==> src/rtl/dec_pkg.sv <==
package dec_pkg;

    localparam int unsigned CTL_W        = 32;
    localparam int unsigned CTL_AR_BIT   = 22;
    localparam int unsigned CTL_IE_BIT   = 26;
    localparam int unsigned STS_EXP_BIT  = 27;

    typedef struct packed {
        logic irq_en;
        logic auto_reload;
    } dec_ctl_t;

    typedef enum logic [2:0] {
        SRC_HOLD   = 3'd0,
        SRC_SW     = 3'd1,
        SRC_DEC    = 3'd2,
        SRC_RELOAD = 3'd3,
        SRC_ZERO   = 3'd4
    } cnt_src_e;

    function automatic dec_ctl_t decode_ctl(input logic [CTL_W-1:0] word);
        dec_ctl_t c;
        c.irq_en      = word[CTL_IE_BIT];
        c.auto_reload = word[CTL_AR_BIT];
        return c;
    endfunction

    function automatic logic is_expiry(input cnt_src_e s);
        return (s == SRC_RELOAD) || (s == SRC_ZERO);
    endfunction

endpackage

==> src/rtl/dec_counter.sv <==
module dec_counter
    import dec_pkg::*;
#(
    parameter int unsigned CNT_W = 32
) (
    input  logic             clk,
    input  logic             rst,
    input  logic             tick,
    input  logic             auto_reload,
    input  logic             sw_we,
    input  logic [CNT_W-1:0] sw_val,
    input  logic             rld_we,
    input  logic [CNT_W-1:0] rld_val,
    output logic [CNT_W-1:0] count,
    output logic             expire
);
    localparam logic [CNT_W-1:0] ONE  = {{(CNT_W-1){1'b0}}, 1'b1};
    localparam logic [CNT_W-1:0] ZERO = '0;

    logic [CNT_W-1:0] reload_q;
    cnt_src_e         src;

    always_comb begin
        src = SRC_HOLD;
        if (sw_we)
            src = SRC_SW;
        else if (tick && count == ONE)
            src = auto_reload ? SRC_RELOAD : SRC_ZERO;
        else if (tick && count != ZERO)
            src = SRC_DEC;
    end

    assign expire = is_expiry(src);

    always_ff @(posedge clk) begin
        if (rst) begin
            count <= ZERO;
        end else begin
            case (src)
                SRC_SW:     count <= sw_val;
                SRC_DEC:    count <= count - ONE;
                SRC_RELOAD: count <= reload_q;
                SRC_ZERO:   count <= ZERO;
                default:    count <= count;
            endcase
        end
    end

    always_ff @(posedge clk) begin
        if (rst)
            reload_q <= ZERO;
        else if (rld_we)
            reload_q <= rld_val;
    end

    AST_HOLD_NO_TICK: assert property (@(posedge clk) disable iff (rst)
        (!tick && !sw_we) |=> $stable(count));

    AST_DEC_BY_ONE: assert property (@(posedge clk) disable iff (rst)
        (tick && !sw_we && count > ONE) |=> (count == $past(count) - ONE));

    AST_ZERO_STAYS: assert property (@(posedge clk) disable iff (rst)
        (count == ZERO && !sw_we) |=> (count == ZERO));

    AST_SW_WINS: assert property (@(posedge clk) disable iff (rst)
        sw_we |=> (count == $past(sw_val)));

    AST_RELOAD_LOAD: assert property (@(posedge clk) disable iff (rst)
        (tick && !sw_we && count == ONE && auto_reload && !rld_we)
            |=> (count == reload_q));

endmodule

==> src/rtl/dec_status.sv <==
module dec_status
    import dec_pkg::*;
(
    input  logic             clk,
    input  logic             rst,
    input  logic             expire,
    input  logic             clr_we,
    input  logic [CTL_W-1:0] clr_data,
    input  logic             irq_en,
    output logic             flag,
    output logic             irq
);
    logic clr_hit;

    assign clr_hit = clr_we && clr_data[STS_EXP_BIT];

    always_ff @(posedge clk) begin
        if (rst)
            flag <= 1'b0;
        else if (expire)
            flag <= 1'b1;
        else if (clr_hit)
            flag <= 1'b0;
    end

    assign irq = flag & irq_en;

    AST_SET_ON_EXPIRE: assert property (@(posedge clk) disable iff (rst)
        expire |=> flag);

    AST_STICKY: assert property (@(posedge clk) disable iff (rst)
        (flag && !clr_hit) |=> flag);

    AST_CLEAR: assert property (@(posedge clk) disable iff (rst)
        (clr_hit && !expire) |=> !flag);

    AST_NO_SPURIOUS_SET: assert property (@(posedge clk) disable iff (rst)
        (!flag && !expire) |=> !flag);

    AST_IRQ_NEEDS_EN: assert property (@(posedge clk) disable iff (rst)
        !irq_en |-> !irq);

endmodule

==> src/rtl/dec_timer.sv <==
module dec_timer
    import dec_pkg::*;
#(
    parameter int unsigned CNT_W = 32
) (
    input  logic             clk,
    input  logic             rst,
    input  logic             tick_i,
    input  logic [31:0]      ctrl_i,
    input  logic             cnt_we_i,
    input  logic [CNT_W-1:0] cnt_wdata_i,
    input  logic             rld_we_i,
    input  logic [CNT_W-1:0] rld_wdata_i,
    input  logic             sts_we_i,
    input  logic [31:0]      sts_wdata_i,
    output logic [CNT_W-1:0] count_o,
    output logic             flag_o,
    output logic             irq_o
);
    dec_ctl_t ctl;
    logic     expire;

    assign ctl = decode_ctl(ctrl_i);

    dec_counter #(.CNT_W(CNT_W)) u_cnt (
        .clk         (clk),
        .rst         (rst),
        .tick        (tick_i),
        .auto_reload (ctl.auto_reload),
        .sw_we       (cnt_we_i),
        .sw_val      (cnt_wdata_i),
        .rld_we      (rld_we_i),
        .rld_val     (rld_wdata_i),
        .count       (count_o),
        .expire      (expire)
    );

    dec_status u_sts (
        .clk      (clk),
        .rst      (rst),
        .expire   (expire),
        .clr_we   (sts_we_i),
        .clr_data (sts_wdata_i),
        .irq_en   (ctl.irq_en),
        .flag     (flag_o),
        .irq      (irq_o)
    );

    AST_SIM_EXPIRE_SET_WINS: assert property (@(posedge clk) disable iff (rst)
        (expire && sts_we_i) |=> flag_o);

endmodule

==> config.mk <==
export PLATFORM = sky130hd
export DESIGN_NAME = dec_timer
export DESIGN_NICKNAME = d
export VERILOG_FILES = /design/src/rtl/dec_pkg.sv /design/src/rtl/dec_counter.sv /design/src/rtl/dec_status.sv /design/src/rtl/dec_timer.sv
export SDC_FILE = /design/constraint.sdc
export NUM_CORES = 1
export LEC_CHECK = 0
export BUFFER_PORTS_ARGS = -buffer_cell sky130_fd_sc_hd__buf_2
export CAP_MARGIN = 20
export CORE_ASPECT_RATIO = 0.6
export CORE_MARGIN = 4
export CORE_UTILIZATION = 35
export DETAILED_ROUTE_END_ITERATION = 7
export SKIP_LAST_GASP = 1
export SYNTH_ARGS = -nofsm -noshare
export SYNTH_HDL_FRONTEND = slang
export SYNTH_SLANG_ARGS = --single-unit
==> constraint.sdc <==
create_clock -name clk -period 2.7 [get_ports clk]
set_input_delay 0.405 -clock clk [delete_from_list [all_inputs] [get_ports clk]]
set_output_delay 0.405 -clock clk [all_outputs]
set_load 0.03 [all_outputs]
==> flow_metrics.py, run 1 <==
metrics = {
    "cts": {
        "cts.sinks": 65,
        "cts_buffers": 9,
        "clock-root-buffer": "clkbuf_16",
        "htree_num_levels": 3,
        "clock_latency_ps": 330,
        "cts_tree": "done",
        "path_clk_slew_ps": 50,
        "cts_hold_buf": 0,
        "ctsResizeCount": 0,
        "cts_max_path_buffers": 2,
        "postCtsSetupRepairBufs": 0,
    },
    "grt": {
        "grt_use_total": 0.203,
        "grt_pass1_wl_um": 18600,
        "grt_overflow": 0,
        "antenna_found_initial": 0,
        "grt_max_degree": 49,
        "first_global_vias": 3449,
    },
    "power_and_ir_drop": {
        "p_leak_nw": 2.07,
        "power.density_nw_per_um2": 616,
        "ir_drop_mv": 0.368,
    },
    "place": {
        "place.gp.congestion": 0.856,
        "place_hpwl_um": 8550,
        "dp_slack_ps": 271,
        "placed_cell_area_um2": 4280,
        "io_buffers": 106,
    },
    "timing": {
        "rsz0062_at_grt": "false",
        "hold_ws_ps": 310,
        "fin_ws_ps": 251,
        "relSlewSlack": 0.563,
        "maxSlewViolCount": 0,
        "worstMarginPinSlew_ps": 655,
        "tns_ps": 0,
        "finalSetupViolCount": 0,
        "post-route-period-util": 0.907,
        "skew_ps": 7.28,
        "clock.fmax_ghz": 0.408,
        "hold_viol": 0,
        "finalCriticalPeriod_ps": 2450,
    },
    "floorplanning": {
        "io_pins": 168,
        "num_rows": 28,
        "fp.dieArea_um2": 11900,
        "die_x_um": 138,
        "die_h_um": 85.9,
        "core_um2": 9880,
        "start_util": 0.359,
    },
    "layout": {
        "fillCellCount": 1018,
        "areaGrowthSynthToFinish_pct": 29.0,
        "antenna_cells": 0,
        "finalNetCount": 668,
        "final_layout_size_suffix_gt1_frac": 0.297,
        "final_cell_area_um2": 4570,
    },
    "logic_synthesis": {
        "synthCells": 418,
        "syn_nets": 555,
        "synth_ff_type": "dfxtp_1",
        "ys_types": 57,
        "synth-edff-count": 0,
        "ys_ff_latch": 65,
        "syn-cell-area_um2": 3540,
        "yosysWarnings": 0,
        "avgSynthCellArea_um2": 8.48,
        "postSynth.asyncResetShare": 0,
        "seq_area_frac_synth": 0.367,
    },
    "worst_setup_path": {
        "required_ps": 2890,
        "crit_type": "reg -> reg",
        "endpoint_kind": "flop",
        "arrival_ps": 2640,
        "reg2reg_from": "u_cnt.count[11]",
        "cp-start-kind": "flop",
        "cp-startpoint": "u_cnt.count[11]",
        "critical_path.max_fanout": 17,
    },
    "min_path": {
        "min-delay-start": "rld_wdata_i[16]",
        "min_path_type": "in -> reg",
    },
    "detailed_routing": {
        "vias": 3660,
        "wl_per_cell_um": 17.7,
        "viasPerCell": 5.45,
        "drt_iter0_markers": 383,
        "drtPass1Iterations": 5,
        "wirelength_um": 11900,
        "postRouteAntennaNets": 0,
        "drc": 0,
    },
    "run_status": {
        "outcome": "completed",
    },
    "run": {
        "maxCapViolCount": 0,
    },
}
==> cells in the mapped netlist (2+ instances only) <==
| library cell | n | area (µm²) |
|---|---|---|
| o21ai_1 | 6 | 30.0 |
| nor3_1 | 19 | 95.1 |
| clkbuf_1 | 13 | 48.8 |
| o211ai_1 | 3 | 22.5 |
| a22o_1 | 4 | 35.0 |
| inv_1 | 4 | 15.0 |
| a31oi_1 | 11 | 68.8 |
| mux2i_1 | 32 | 320 |
| ha_1 | 3 | 37.5 |
| a211oi_1 | 2 | 15.0 |
| a221oi_1 | 8 | 70.1 |
| a21o_1 | 2 | 15.0 |
| xor2_1 | 11 | 96.3 |
| o22ai_1 | 8 | 50.1 |
| dfxtp_1 | 65 | 1300 |
| buf_1 | 3 | 11.3 |
| a22oi_1 | 8 | 60.1 |
| nand3_1 | 2 | 10.0 |
| o21ai_0 | 23 | 115 |
| nor2_1 | 61 | 229 |
| or3_1 | 3 | 18.8 |
| nand2_1 | 43 | 161 |
| a21oi_1 | 18 | 90.1 |
| buf_6 | 3 | 33.8 |
| nor3b_1 | 2 | 15.0 |
| nand4_1 | 5 | 31.3 |
| nor4_1 | 8 | 50.1 |
| xnor2_1 | 3 | 26.3 |
| o211a_1 | 2 | 20.0 |
| buf_2 | 6 | 30.0 |
| nor4_2 | 4 | 50.1 |
| nand2b_1 | 3 | 18.8 |
| nor4_4 | 4 | 85.1 |
| and2_1 | 2 | 12.5 |
| buf_4 | 2 | 15.0 |
==> where the power goes <==
| group | switching, mW | internal (mW) |
|---|---|---|
| clock | 0.413 | 0.737 |
| combinational | 0.340 | 0.221 |
| sequential | 0.0789 | 1.03 |
| total | 0.833 | 1.98 |
==> flip-flops by register name, summed over array words and instances, names as in the netlist <==
register,cells
u_cnt.count,32
u_sts.flag,1
u_cnt.reload_q,32
==> cells by family (layout without fill, tap and decap cells) <==
| logic type | count (synthesis) | count (layout) | share of synthesized area |
|---|---|---|---|
| AND/OR/NAND/NOR | 164 | 164 | 0.240 |
| XOR/XNOR | 14 | 14 | 0.0346 |
| flip-flops | 65 | 65 | 0.367 |
| buffers and inverters | 32 | 150 | 0.0477 |
| adder cells (fa/ha/maj) | 3 | 3 | 0.0106 |
| AO/OA/AOI/OAI | 107 | 107 | 0.206 |
| multiplexers | 33 | 33 | 0.0936 |
==> final cells by class <==
cell class / instances / area, µm² / share of cell area
Timing Repair Buffer: 130 / 723 / 0.158
Multi-Input combinational cell: 321 / 2070 / 0.453
Clock buffer: 13 / 250 / 0.0547
Clock inverter: 3 / 40.0 / 0.00876
Inverter: 4 / 15.0 / 0.00328
Sequential cell: 65 / 1300 / 0.285
Tap cell: 135 / 169 / 0.0369
==> layout by cell type (no fill, tap or decap), types with 2 or more instances in the layout <==
master	netlist	layout
a211oi_1	2	2
a21o_1	2	2
a21oi_1	18	18
a221oi_1	8	8
a22o_1	4	4
a22oi_1	8	8
a31oi_1	11	11
and2_1	2	2
buf_2	6	106
buf_4	2	23
clkbuf_1	13	3
clkbuf_16	0	9
clkinv_2	0	2
dfxtp_1	65	65
ha_1	3	3
inv_1	4	4
mux2i_1	32	32
nand2_1	43	43
nand2b_1	3	3
nand3_1	2	2
nand4_1	5	5
nor2_1	61	61
nor3_1	19	19
nor3b_1	2	2
nor4_1	8	8
nor4_2	4	4
nor4_4	4	4
o211a_1	2	2
o211ai_1	3	3
o21ai_0	23	23
o21ai_1	6	6
o22ai_1	8	8
or3_1	3	3
xnor2_1	3	3
xor2_1	11	11
==> worst max-delay path: stages (launching register included) <==
cell,delay (ps)
dfxtp_1,390
nor4_2,530
nand2_2,250
o41a_1,480
buf_4,230
a22o_1,220
a21oi_1,120
o22ai_1,90
==> worst paths after layout <==
path	to	slack, ps	depth (start not counted)
setup / recovery	u_cnt.count[13]	250	7
hold / removal	u_cnt.reload_q[16]	310	3
setup reg to reg	u_cnt.count[13]	250	7
hold reg to reg	u_cnt.count[16]	470	2
==> stage by stage <==
| step | total power [mW] | std cells | utilization |
|---|---|---|---|
| floorplan | 1.48 | 418 | - |
| global placement | 1.67 | 655 | 0.433 |
| detailed placement | 1.68 | 655 | 0.433 |
| CTS | 2.84 | 671 | 0.463 |
| global route | 2.95 | 671 | 0.463 |
| finish | 2.82 | 671 | 0.463 |
==> routing by layer <==
metal  wire length (µm)  GRT usage
met5                  0          0
met4                112     0.0457
met3               1190     0.0615
met2               4910      0.287
met1               5680      0.302
No activity file was read; power rests on OpenSTA's default activity.
==> inputs of run 2 (changes only) <==
Settings changed: CORE_ASPECT_RATIO 0.6 to 1.2, CTS_CLUSTER_SIZE set to 25.
Clock period 2.7 ns to 2.5 ns, I/O delays scaled along.
==> flow_metrics.py, run 2 (synthesis results as in run 1) <==
metrics = {
    "run_status": {
        "outcome": "completed",
    },
    "floorplanning": {
        "die_h_um": 118,
        "fp.dieArea_um2": 11800,
        "die_x_um": 99.9,
        "core_um2": 9710,
        "io_pins": 168,
        "start_util": 0.365,
        "num_rows": 39,
    },
    "timing": {
        "maxSlewViolCount": 0,
        "finalCriticalPeriod_ps": 2350,
        "clock.fmax_ghz": 0.426,
        "tns_ps": 0,
        "hold_viol": 0,
        "post-route-period-util": 0.939,
        "rsz0062_at_grt": "true",
        "relSlewSlack": 0.624,
        "finalSetupViolCount": 0,
        "skew_ps": 4.51,
        "worstMarginPinSlew_ps": 563,
    },
    "detailed_routing": {
        "drc": 0,
        "viasPerCell": 5.41,
        "wl_per_cell_um": 17.1,
        "drtPass1Iterations": 5,
        "wirelength_um": 11500,
        "postRouteAntennaNets": 0,
        "drt_iter0_markers": 139,
        "vias": 3627,
    },
    "worst_setup_path": {
        "cp_slowest_cell": "or3b_2",
        "critical_path.max_fanout": 5,
        "cpPeakStageDelay_ps": 480,
        "path_cells": "inv_1 > ha_1 > or3b_2 > or3_1 > nor4_1 > xor2_1 > a21oi_1 > a21oi_1",
        "crit_type": "reg -> reg",
        "endpoint_kind": "flop",
        "cp_num_buf_inv": 1,
        "crit_top_cell": "a21oi_1",
        "required_ps": 2710,
        "cp_top_family": "simple AND/OR/NAND/NOR gates",
        "cp-start-kind": "flop",
        "arrival_ps": 2560,
    },
    "layout": {
        "areaGrowthSynthToFinish_pct": 30.7,
        "reg_top3": "u_cnt.count x32, u_cnt.reload_q x32, u_sts.flag x1",
        "final_cell_area_um2": 4630,
        "most-common-layout-cells": "buf_2, dfxtp_1, nor2_1, nand2_1, buf_4",
        "antenna_cells": 0,
        "final_layout_size_suffix_gt1_frac": 0.318,
        "layout_commonest_cell": "buf_2",
        "fin_cells": 671,
        "finalNetCount": 684,
    },
    "cts": {
        "cts.sinks": 65,
        "cts_tree": "done",
        "cts_max_path_buffers": 2,
        "clock-root-buffer": "clkbuf_16",
        "clock_latency_ps": 330,
        "htree_num_levels": 3,
        "cts_buffers": 9,
        "cts_hold_buf": 0,
        "path_clk_slew_ps": 50,
    },
    "grt": {
        "first_global_vias": 3573,
        "antenna_found_initial": 0,
        "grt_max_degree": 49,
        "grt_pass1_wl_um": 18400,
        "grt_overflow": 0,
        "grt_use_total": 0.196,
    },
    "place": {
        "place_hpwl_um": 8360,
        "io_buffers": 106,
        "placed_cell_area_um2": 4370,
        "place.gp.congestion": 0.846,
        "place_inst": 658,
    },
    "run": {
        "maxCapViolCount": 0,
    },
    "power_and_ir_drop": {
        "p_total_mw": 2.94,
        "ir_drop_mv": 0.342,
        "p_leak_nw": 2.13,
        "power.density_nw_per_um2": 634,
    },
    "min_path": {
        "min_path_type": "in -> reg",
    },
}
==> run 2: final cells by class <==
type | count | area (µm²)
clock inverter | 1 | 5.00
inverter | 4 | 15.0
fill | 969 | 5080
multi-input combinational | 321 | 2070
tap | 123 | 154
timing repair buffer | 146 | 831
sequential | 65 | 1300
clock buffer | 11 | 253
==> run 2: worst reg2reg max path: cells and delay by family (launching register included) <==
family | cells | cell delay [ps]
and+or+nand+nor | 3 | 1180
buffers and inverters | 1 | 110
DFF | 1 | 350
AOI/OAI and AO/OA | 2 | 250
xor gates and xnor gates | 1 | 120
adders and majority gates | 1 | 220
==> run 2: where the power goes <==
group | internal [mW] | switching [mW] | leakage [nW]
Combinational | 0.265 | 0.379 | 1.46
Clock | 0.699 | 0.412 | 0.129
Sequential | 1.11 | 0.0728 | 0.538
==> run 2: routing by layer <==
metal | vias to the layer above | GRT usage | part of all wire
met2 | 114 | 0.324 | 0.49
met1 | 1701 | 0.245 | 0.43
met3 | 19 | 0.0542 | 0.068
met4 | 0 | 0.0640 | 0.019
met5 | - | 0 | 0
li1 | 1793 | - | -
==> run 2: through the flow <==
| stage | setup WS, ps | hold slack [ps] | util |
|---|---|---|---|
| detailed placement | 132 | 464 | 0.450 |
| floorplan | 188 | 431 | - |
| finish | 154 | 284 | 0.477 |
| global placement | 170 | 452 | 0.450 |
| global route | -10.1 | 284 | 0.477 |
| CTS | 95.6 | 275 | 0.476 |
==> run 2: worst paths after layout <==
check	endpoint	slack [ps]	startpoint	cells after the start
worst max register to register	u_cnt.count[14]	150	u_cnt.count[1]	8
worst min-delay path	u_cnt.reload_q[6]	280	rld_wdata_i[6]	3
worst min register to register	u_cnt.count[16]	470	u_cnt.reload_q[16]	2
worst max-delay path	u_cnt.count[14]	150	u_cnt.count[1]	8
==> run 2: what timing repair did <==
action / 4_1_cts / 5_1_grt
setup buffers: 0 / 1
setup endpoints to repair: 0 / 3
gates resized for setup: 0 / 0
==> inputs of run 3 (changes only) <==
Settings changed: CORE_UTILIZATION 35 to 40, PLACE_DENSITY set to 0.71.
==> flow_metrics.py, run 3 (synthesis results as in run 1) <==
metrics = {
    "detailed_routing": {
        "viasPerCell": 5.62,
        "postRouteAntennaNets": 0,
        "drc": 0,
        "vias": 3691,
        "drt_iter0_markers": 173,
        "drtPass1Iterations": 4,
        "wirelength_um": 11300,
        "wl_per_cell_um": 17.2,
    },
    "timing": {
        "maxSlewViolCount": 0,
        "worstMarginPinSlew_ps": 651,
        "tns_ps": 0,
        "finalSetupViolCount": 0,
        "hold_viol": 0,
        "post-route-period-util": 0.948,
        "relSlewSlack": 0.566,
        "hold_ws_ps": 267,
        "finalCriticalPeriod_ps": 2370,
        "clock.fmax_ghz": 0.422,
        "rsz0062_at_grt": "false",
        "skew_ps": 10.4,
    },
    "floorplanning": {
        "num_rows": 37,
        "io_pins": 168,
        "fp.dieArea_um2": 10400,
        "start_util": 0.412,
        "die_h_um": 111,
        "die_x_um": 93.9,
        "core_um2": 8610,
    },
    "worst_setup_path": {
        "cp-startpoint": "u_cnt.count[0]",
        "reg2reg_from": "u_cnt.count[0]",
        "cp_slowest_cell": "or3b_2",
        "arrival_ps": 2590,
        "crit_type": "reg -> reg",
        "endpoint_kind": "flop",
        "required_ps": 2720,
        "path_cells": "inv_1 > ha_1 > or3b_2 > or3_1 > nor4_1 > xor2_1 > a21oi_1 > a21oi_1",
        "cp-start-kind": "flop",
        "critical_path.max_fanout": 5,
        "crit_top_cell": "a21oi_1",
        "cpPeakStageDelay_ps": 510,
        "r2r_setup_slack_ps": 130,
    },
    "layout": {
        "finalCoreUtilization": 0.521,
        "layout_commonest_cell": "buf_2",
        "finalNetCount": 675,
        "most-common-layout-cells": "buf_2, dfxtp_1, nor2_1, nand2_1, mux2i_1",
        "areaGrowthSynthToFinish_pct": 26.5,
        "reg_top3": "u_cnt.count x32, u_cnt.reload_q x32, u_sts.flag x1",
        "final_layout_size_suffix_gt1_frac": 0.307,
        "fin_cells": 657,
        "antenna_cells": 0,
    },
    "cts": {
        "cts_buffers": 9,
        "cts_tree": "done",
        "path_clk_slew_ps": 70,
        "cts.sinks": 65,
        "cts_max_path_buffers": 2,
        "clock-root-buffer": "clkbuf_8",
        "cts_hold_buf": 0,
        "clock_latency_ps": 340,
        "htree_num_levels": 3,
    },
    "run": {
        "maxCapViolCount": 0,
    },
    "grt": {
        "grt_max_degree": 49,
        "antenna_found_initial": 0,
        "first_global_vias": 3712,
        "grt_use_total": 0.216,
        "grt_overflow": 0,
        "grt_pass1_wl_um": 18100,
    },
    "power_and_ir_drop": {
        "ir_drop_mv": 0.275,
        "p_leak_nw": 2.05,
        "p_total_mw": 2.61,
        "power.density_nw_per_um2": 582,
    },
    "min_path": {
        "min_path_type": "in -> reg",
        "min-delay-start": "rld_wdata_i[10]",
    },
    "place": {
        "io_buffers": 106,
        "place_hpwl_um": 8340,
        "place.gp.congestion": 0.876,
        "place_inst": 644,
    },
    "run_status": {
        "outcome": "completed",
    },
}
[run 3: cell count changes in the layout (fill, tap and decap cells not counted), sizes merged]
cell / before / now
clkbuf: 11 / 13
buf: 146 / 137
clkinv: 1 / 0
[run 3: critical path, delay by kind of cell, from the launching register on]
family | cells | cell delay [ps]
flip-flops | 1 | 370
buffers and inverters | 1 | 130
adder cells (fa/ha/maj) | 1 | 240
XOR/XNOR | 1 | 110
AO/OA/AOI/OAI | 2 | 230
AND/OR/NAND/NOR | 3 | 1170
[run 3: worst paths after layout]
kind / endpoint / cells after the start
hold / removal: u_cnt.reload_q[10] / 3
setup / recovery: u_cnt.count[14] / 8
setup reg to reg: u_cnt.count[14] / 8
hold reg to reg: u_cnt.count[18] / 2
[run 3: layout make-up]
type | count | area (µm²)
Fill cell | 876 | 4130
Multi-Input combinational cell | 321 | 2090
Sequential cell | 65 | 1300
Timing Repair Buffer | 137 | 763
Clock buffer | 13 | 169
Tap cell | 117 | 146
Inverter | 4 | 15.0
[run 3: stage by stage]
step	setup slack [ps]	area, µm²
2_1_floorplan	188	3540
3_3_place_gp	141	4300
3_5_place_dp	111	4300
4_1_cts	95.1	4470
5_1_grt	10.8	4480
6_report	130	4480
[run 3: where the power goes]
part / total [mW] / switching (mW) / internal (mW) / leakage, nW
sequential: 1.19 / 0.0864 / 1.11 / 0.538
combinational: 0.612 / 0.365 / 0.246 / 1.42
clock: 0.804 / 0.378 / 0.426 / 0.0875
total: 2.61 / 0.830 / 1.78 / 2.05
[run 3: timing repair]
item	in CTS	in global routing
resized for setup	0	2
hold endpoints to repair	0	0
endpoints found under the setup margin	0	7
setup buffers	0	0
[run 3: layer usage]
layer / global-route usage / share of wire / wire [µm]
met2: 0.374 / 0.51 / 5700
met3: 0.0604 / 0.072 / 811
met1: 0.253 / 0.40 / 4500
met4: 0.0723 / 0.023 / 263
met5: 0 / 0 / 0
